`src/rtl/wprot_pkg.sv`:
```
package wprot_pkg;

  typedef enum logic [2:0] {
    OP_NONE       = 3'd0,
    OP_BYTE_WR    = 3'd1,
    OP_BLK_ERASE  = 3'd2,
    OP_CHIP_ERASE = 3'd3,
    OP_SET_LOCK   = 3'd4,
    OP_CLR_LOCKS  = 3'd5,
    OP_SET_PERM   = 3'd6,
    OP_RSVD       = 3'd7
  } op_e;

  localparam int ST_LOCK_BIT   = 1;
  localparam int ST_SUPPLY_BIT = 3;
  localparam int ST_PROG_BIT   = 4;
  localparam int ST_ERASE_BIT  = 5;

  // Operations whose failure is reported through the erase-failure bit
  function automatic logic is_erase_class(input op_e op);
    return (op == OP_BLK_ERASE) || (op == OP_CHIP_ERASE) || (op == OP_CLR_LOCKS);
  endfunction

  function automatic logic is_real_op(input op_e op);
    return (op != OP_NONE) && (op != OP_RSVD);
  endfunction

  // Denial code: cause bit plus the failure class bit of the operation
  function automatic logic [7:0] deny_code(input op_e op, input int cause_bit);
    logic [7:0] c;
    c = 8'h00;
    c[cause_bit] = 1'b1;
    if (is_erase_class(op)) c[ST_ERASE_BIT] = 1'b1;
    else                    c[ST_PROG_BIT]  = 1'b1;
    return c;
  endfunction

endpackage

```
`src/rtl/wprot_blk_decode.sv`:
```
module wprot_blk_decode #(
  parameter int ADDR_W    = 20,
  parameter int NUM_SMALL = 8,
  parameter int NUM_BOOT  = 2,
  parameter int NUM_BLK   = 23,
  parameter int SMALL_SH  = 13,
  parameter int BIG_SH    = 16,
  localparam int IDX_W    = $clog2(NUM_BLK)
) (
  input  logic [ADDR_W-1:0] addr,
  output logic [IDX_W-1:0]  idx,
  output logic              is_boot
);

  localparam logic [31:0] SMALL_SPAN = 32'(NUM_SMALL) << SMALL_SH;
  localparam logic [31:0] SKIP_BIG   = SMALL_SPAN >> BIG_SH;

  // Small blocks sit at the bottom; the big blocks start above them
  function automatic logic [IDX_W-1:0] to_index(input logic [ADDR_W-1:0] a);
    logic [31:0] w;
    w = 32'(a);
    if (w < SMALL_SPAN) return IDX_W'(w >> SMALL_SH);
    return IDX_W'(32'(NUM_SMALL) + (w >> BIG_SH) - SKIP_BIG);
  endfunction

  always_comb begin
    idx     = to_index(addr);
    is_boot = (32'(idx) < 32'(NUM_BOOT));
  end

endmodule

```
`src/rtl/wprot_lock_store.sv`:
```
module wprot_lock_store #(
  parameter int NUM_BLK = 23,
  parameter logic [NUM_BLK-1:0] LOCK_INIT = '0,
  parameter logic PERM_INIT = 1'b0,
  localparam int IDX_W = $clog2(NUM_BLK)
) (
  input  logic               clk,
  input  logic               rst_n,
  input  logic               set_en,
  input  logic [IDX_W-1:0]   set_idx,
  input  logic               clr_en,
  input  logic               perm_en,
  output logic [NUM_BLK-1:0] lock_q,
  output logic               perm_q
);

  genvar gi;
  generate
    for (gi = 0; gi < NUM_BLK; gi++) begin : g_bit
      always_ff @(posedge clk or negedge rst_n) begin
        if (!rst_n)                                    lock_q[gi] <= LOCK_INIT[gi];
        else if (clr_en)                               lock_q[gi] <= 1'b0;
        else if (set_en && (32'(set_idx) == 32'(gi)))  lock_q[gi] <= 1'b1;
      end
    end
  endgenerate

  always_ff @(posedge clk or negedge rst_n) begin
    if (!rst_n)       perm_q <= PERM_INIT;
    else if (perm_en) perm_q <= 1'b1;
  end

  assert_perm_sticky_R9: assert property (@(posedge clk) disable iff (!rst_n)
    perm_q |=> perm_q);

  assert_clear_all_R8: assert property (@(posedge clk) disable iff (!rst_n)
    clr_en |=> (lock_q == '0));

  assert_set_one_R8: assert property (@(posedge clk) disable iff (!rst_n)
    (set_en && !clr_en) |=> lock_q[$past(set_idx)]);

endmodule

```
`src/rtl/wprot_decide.sv`:
```
module wprot_decide
  import wprot_pkg::*;
#(
  parameter int NUM_BLK  = 23,
  parameter int NUM_BOOT = 2,
  localparam int IDX_W   = $clog2(NUM_BLK)
) (
  input  logic               req_valid,
  input  op_e                op,
  input  logic [IDX_W-1:0]   idx,
  input  logic [NUM_BLK-1:0] lock_q,
  input  logic               perm_q,
  input  logic               boot_wr_en,
  input  logic               supply_low,
  input  logic               hold_rst,
  output logic [NUM_BLK-1:0] eff_lock,
  output logic               allow,
  output logic [7:0]         err,
  output logic               set_en,
  output logic               clr_en,
  output logic               perm_en
);

  // Effective lock: boot blocks are forced locked by a low protect level
  genvar gi;
  generate
    for (gi = 0; gi < NUM_BLK; gi++) begin : g_eff
      if (gi < NUM_BOOT) begin : g_boot
        assign eff_lock[gi] = lock_q[gi] | ~boot_wr_en;
      end else begin : g_plain
        assign eff_lock[gi] = lock_q[gi];
      end
    end
  endgenerate

  logic lock_hit;
  logic fire;

  always_comb begin
    unique case (op)
      OP_BYTE_WR, OP_BLK_ERASE:  lock_hit = eff_lock[idx];
      OP_CHIP_ERASE:             lock_hit = &eff_lock;
      OP_SET_LOCK, OP_CLR_LOCKS: lock_hit = perm_q;
      default:                   lock_hit = 1'b0;
    endcase

    if (hold_rst) begin
      allow = 1'b0;
      err   = 8'h00;
    end else if (supply_low) begin
      allow = 1'b0;
      err   = deny_code(op, ST_SUPPLY_BIT);
    end else if (lock_hit) begin
      allow = 1'b0;
      err   = deny_code(op, ST_LOCK_BIT);
    end else begin
      allow = 1'b1;
      err   = 8'h00;
    end

    fire    = req_valid && is_real_op(op) && allow;
    set_en  = fire && (op == OP_SET_LOCK);
    clr_en  = fire && (op == OP_CLR_LOCKS);
    perm_en = fire && (op == OP_SET_PERM);
  end

endmodule

```
`src/rtl/wprot_guard.sv`:
```
module wprot_guard
  import wprot_pkg::*;
#(
  parameter int ADDR_W    = 20,
  parameter int NUM_BOOT  = 2,
  parameter int NUM_PARAM = 6,
  parameter int NUM_MAIN  = 15,
  parameter int SMALL_SH  = 13,
  parameter int BIG_SH    = 16,
  parameter logic [NUM_BOOT+NUM_PARAM+NUM_MAIN-1:0] LOCK_INIT = '0,
  parameter logic PERM_INIT = 1'b0,
  localparam int NUM_SMALL = NUM_BOOT + NUM_PARAM,
  localparam int NUM_BLK   = NUM_SMALL + NUM_MAIN,
  localparam int IDX_W     = $clog2(NUM_BLK)
) (
  input  logic               clk,
  input  logic               rst_n,
  input  logic               hold_rst,
  input  logic               supply_low,
  input  logic               boot_wr_en,
  input  logic               req_valid,
  input  logic [2:0]         req_op,
  input  logic [ADDR_W-1:0]  req_addr,
  input  logic [ADDR_W-1:0]  id_addr,
  output logic               resp_valid,
  output logic               resp_allow,
  output logic [7:0]         resp_err,
  output logic               id_lock,
  output logic               perm_lock,
  output logic [NUM_BLK-1:0] erasable
);

  op_e                op;
  logic [IDX_W-1:0]   req_idx, id_idx;
  logic               req_is_boot, id_is_boot;
  logic [NUM_BLK-1:0] lock_q, eff_lock;
  logic               perm_q;
  logic               dec_allow;
  logic [7:0]         dec_err;
  logic               set_en, clr_en, perm_en;
  logic               req_fire;

  assign op       = op_e'(req_op);
  assign req_fire = req_valid && is_real_op(op);

  wprot_blk_decode #(
    .ADDR_W(ADDR_W), .NUM_SMALL(NUM_SMALL), .NUM_BOOT(NUM_BOOT),
    .NUM_BLK(NUM_BLK), .SMALL_SH(SMALL_SH), .BIG_SH(BIG_SH)
  ) u_req_dec (
    .addr(req_addr), .idx(req_idx), .is_boot(req_is_boot)
  );

  wprot_blk_decode #(
    .ADDR_W(ADDR_W), .NUM_SMALL(NUM_SMALL), .NUM_BOOT(NUM_BOOT),
    .NUM_BLK(NUM_BLK), .SMALL_SH(SMALL_SH), .BIG_SH(BIG_SH)
  ) u_id_dec (
    .addr(id_addr), .idx(id_idx), .is_boot(id_is_boot)
  );

  wprot_lock_store #(
    .NUM_BLK(NUM_BLK), .LOCK_INIT(LOCK_INIT), .PERM_INIT(PERM_INIT)
  ) u_store (
    .clk(clk), .rst_n(rst_n), .set_en(set_en), .set_idx(req_idx),
    .clr_en(clr_en), .perm_en(perm_en), .lock_q(lock_q), .perm_q(perm_q)
  );

  wprot_decide #(
    .NUM_BLK(NUM_BLK), .NUM_BOOT(NUM_BOOT)
  ) u_decide (
    .req_valid(req_valid), .op(op), .idx(req_idx), .lock_q(lock_q),
    .perm_q(perm_q), .boot_wr_en(boot_wr_en), .supply_low(supply_low),
    .hold_rst(hold_rst), .eff_lock(eff_lock), .allow(dec_allow),
    .err(dec_err), .set_en(set_en), .clr_en(clr_en), .perm_en(perm_en)
  );

  always_ff @(posedge clk or negedge rst_n) begin
    if (!rst_n) begin
      resp_valid <= 1'b0;
      resp_allow <= 1'b0;
      resp_err   <= 8'h00;
    end else begin
      resp_valid <= req_fire;
      if (req_fire) begin
        resp_allow <= dec_allow;
        resp_err   <= dec_err;
      end
    end
  end

  assign id_lock   = lock_q[id_idx];
  assign perm_lock = perm_q;
  assign erasable  = ~eff_lock;

  assert_allow_clean_R3: assert property (@(posedge clk) disable iff (!rst_n)
    (resp_valid && resp_allow) |-> (resp_err == 8'h00));

  assert_hold_deny_R7: assert property (@(posedge clk) disable iff (!rst_n)
    (req_fire && hold_rst) |=> (resp_valid && !resp_allow && resp_err == 8'h00));

  assert_supply_deny_R6: assert property (@(posedge clk) disable iff (!rst_n)
    (req_fire && !hold_rst && supply_low) |=> (!resp_allow && resp_err[ST_SUPPLY_BIT]));

  assert_boot_wp_R5: assert property (@(posedge clk) disable iff (!rst_n)
    (req_fire && (op == OP_BYTE_WR || op == OP_BLK_ERASE) && req_is_boot && !boot_wr_en)
      |=> !resp_allow);

  assert_no_stray_R3: assert property (@(posedge clk) disable iff (!rst_n)
    !req_fire |=> !resp_valid);

endmodule

```
`config.mk`:
```
export PLATFORM = sky130hd
export DESIGN_NAME = wprot_guard
export DESIGN_NICKNAME = d
export VERILOG_FILES = /design/src/rtl/wprot_pkg.sv /design/src/rtl/wprot_blk_decode.sv /design/src/rtl/wprot_lock_store.sv /design/src/rtl/wprot_decide.sv /design/src/rtl/wprot_guard.sv
export SDC_FILE = /design/constraint.sdc
export NUM_CORES = 1
export LEC_CHECK = 0
export BUFFER_PORTS_ARGS = -buffer_cell sky130_fd_sc_hd__buf_2
export CORE_AREA = 2 2 72 74
export DETAILED_ROUTE_END_ITERATION = 8
export DIE_AREA = 0 0 74 76
export PLACE_DENSITY = 0.79
export SYNTH_ARGS = -nofsm -noshare
export SYNTH_HDL_FRONTEND = slang
export SYNTH_SLANG_ARGS = --single-unit
```
`constraint.sdc`:
```
create_clock -name clk -period 2.7 [get_ports clk]
set_clock_uncertainty 0.05 [all_clocks]
set_input_delay 0.135 -clock clk [delete_from_list [all_inputs] [get_ports clk]]
set_output_delay 0.135 -clock clk [all_outputs]
set_load 0.05 [all_outputs]
```
==> summary.txt <==
STA
  • Final TNS setup: 0 ps
  • Endpoints failing setup: 0
  • Fin. Hold Viols: 0
  • Worst-Margin Slew: around 670 ps
  • Tcrit/Tclk final: a little over nine tenths
  • Worst setup margin: 168 ps
  • Final min period: about 2500 ps
  • RSZ-0062 raised after global routing: false
  • Max Slew Vio Count: 0
  • Hold WS: 108 ps
  • Fmax achieved: 0.395 GHz
  • Slew Limit Headroom: 55.5%

Route
  • Starting DRT DRC Count: ~190
  • Detailed Routing Iterations Pass 1: 5
  • Overall routed net length: ~6700 microns
  • Routed len/inst: between 15 and 20 microns
  • Vias per cell: ~5.8
  • DRC viols: 0
  • Post-DRT Antenna Nets: 0
  • Vias: 2562

Synthesis
  • Post-synth cell types: 50
  • Async S/R FF share, synth: 100%
  • Register bit total from synthesis: 30
  • Cell with the most instances after synthesis: a21oi_1
  • Synth area leader: dfrtp_1
  • Post-Syn Area: approximately 0.0024 sq mm
  • Mapped Avg Cell Area: about 7.7 sq um
  • Top FF cell, synth: dfrtp_1
  • Mapped Cells: roughly 310
  • EDFF count, synth: 0
  • Top cells by count, synth: a21oi_1 (42), nor2_1 (40), inv_1 (32)
  • Synth area leaders: dfrtp_1 (31%), a21oi_1 (8.8%), nor2_1 (6.3%)
  • Post-synth top area share: around a third
  • Sequential-to-total area share from yosys stat: around a third
  • Syn. warnings: 0

Clock network
  • Clk Latency, worst-skew pair: about 280 ps
  • CTS Buf Count: 5
  • Worst-path clk slew: 60 ps
  • Clock Tree Root: clkbuf_8
  • Max Root-Sink Buffers: 2
  • H-tree depth: 2
  • CTS tree: yes
  • Clock Sinks: 30

Global route
  • Most used routing layer: met2
  • GR Layer Usage met2: between 30% and 40%
  • Met1 usage: roughly a third
  • Initial antenna violation count: 0
  • Vias in the first global route: 2420
  • Overall global routing resource usage: between 20% and 30%
  • Met3 usage: under 10%
  • Total gr overflow: 0
  • Largest net degree at the start of global routing: 31
  • First-pass GRT wire length: around 11000 microns

Worst setup path
  • Crit-path max FO: 6
  • Reg2reg start: u_store.lock_q[3]
  • CP Class: in -> out
  • Startpoint Class: input port
  • Cell count of the worst reg-to-reg path: 6
  • Data arrival, critical path: ~2400 ps
  • End of the worst register-to-register path: resp_allow
  • CP Cell Sequence: buf_2, inv_1, ha_1, buf_4, nand2b_1, o21ai_2, or2_2, mux4_2, a21oi_1, a21oi_1, o21ai_1, buf_2
  • WP data required: 2520 ps
  • CP max stage delay: about 480 ps
  • Highest-delay cell along the critical path: mux4_2
  • Worst Setup End Kind: output pin
  • CP bufs+invs: 4
  • Setup slack, reg-to-reg: around 680 ps
  • Top delay family on crit path: buffers and inverters

Finish
  • Final Net Count: 421
  • Synthesis-to-layout area growth: 20.1%
  • Fin util: ~60%
  • Number of diodes: 0
  • Layout cells sized above 1: a little under a quarter

Placement
  • Detailed Place HPWL: about 5100 microns
  • Post-place setup slack: approximately 100 ps
  • Number of port buffers: 53
  • Placer Congestion: 0.897

Flow run
  • Max-cap viol count: 0

Die
  • Die Y: approximately 76 microns
  • Die ar.: approximately 0.0056 sq mm
  • Rows: 26
  • # IOs: 84
  • Starting Density: approximately 49%
  • Chip Width: roughly 74 microns
  • Core region area: 0.00491 sq mm

Hold path
  • Tightest Hold Check Type: in -> reg
  • HP Start: supply_low
  • Hold Crit Depth: 3
  • Hold path endpoint: resp_err[3]

Run status
  • Outcome: complete, no violations

Power
  • Static Leak: 1.28 nW
  • Peak VDD IR: 364 uV
  • P per Cell Area: 441 mW/mm^2
## metrics by stage
stage          cells  total power, W  instance area, sq um
2_1_floorplan    315        0.000781                  2400
3_3_place_gp     432        0.000881                  2750
3_5_place_dp     432        0.000890                  2750
4_1_cts          441         0.00127                  2860
5_1_grt          441         0.00133                  2870
6_report         441         0.00126                  2870
## timing repair
item                                   CTS  global route
setup endpoints to repair                0             1
gates resized for setup                  0             3
hold buffers                             1             0
endpoints found under the hold margin   30             0
buffers inserted                         0             0
## per-layer routing
metal | up-vias | part of all wire [%]
met2 | 124 | 48
met4 | 0 | 3.1
met5 | - | 0
li1 | 1222 | -
met1 | 1193 | 43
met3 | 23 | 6.0
## state kept, by name, indices dropped and copies added, names as in the netlist
name,flops
resp_allow,1
resp_err,4
resp_valid,1
u_store.lock_q,23
u_store.perm_q,1
## area by class of cell
class | count | area, sq um
Clock buffer | 6 | 82.6
Clock inverter | 2 | 12.5
Fill cell | 458 | 2040
Inverter | 32 | 120
Multi-Input combinational cell | 235 | 1450
Sequential cell | 30 | 751
Tap cell | 70 | 87.6
Timing Repair Buffer | 66 | 365
## tightest hold or removal path, stage by stage
cell and delay [ps]:
buf_2 120, nand2b_1 70, o21ai_0 70
## cell usage in the layout, fill, tap and decap left out, types with 3 or more instances in the layout
cell type and n:
a22oi_1 3, mux2i_1 12, nor2b_1 8, mux4_2 3
nand2_1 23, or3_1 4, a21oi_1 42, o211ai_1 8
buf_4 12, buf_2 53, mux2_2 3, nor3_1 6
conb_1 4, nand4_1 5, a31oi_1 4, o21ai_0 13
inv_1 32, clkbuf_8 6, nor2_1 40, a211oi_1 5
dfrtp_1 30, nand2b_1 7, o31ai_1 3, nand3_1 7
## cell families after synthesis
group | synth area share (%)
AND/OR/NAND/NOR | 23.0
multiplexers | 10.7
adder cells (fa/ha/maj) | 1.05
other | 0.157
flip-flops | 31.4
buffers and inverters | 8.91
AO/OA/AOI/OAI | 24.8
## where the power goes
part | leakage (nW) | internal, W | switching, W
Sequential | 0.409 | 0.000473 | 0.0000231
Combinational | 0.820 | 0.000123 | 0.000271
Clock | 0.0472 | 0.000204 | 0.000169
Total | 1.28 | 0.000801 | 0.000464
## worst max-delay path by stage
stage                startpoint       to  slack (ps)  cells past startpoint
finish              id_addr[16]  id_lock         170                     12
global route        id_addr[16]  id_lock          10                     12
CTS                 id_addr[16]  id_lock          90                     11
detailed placement  id_addr[16]  id_lock         100                     11
global placement    id_addr[16]  id_lock         120                     11
floorplan           id_addr[16]  id_lock         150                      9
No activity file was read; power rests on OpenSTA's default activity.
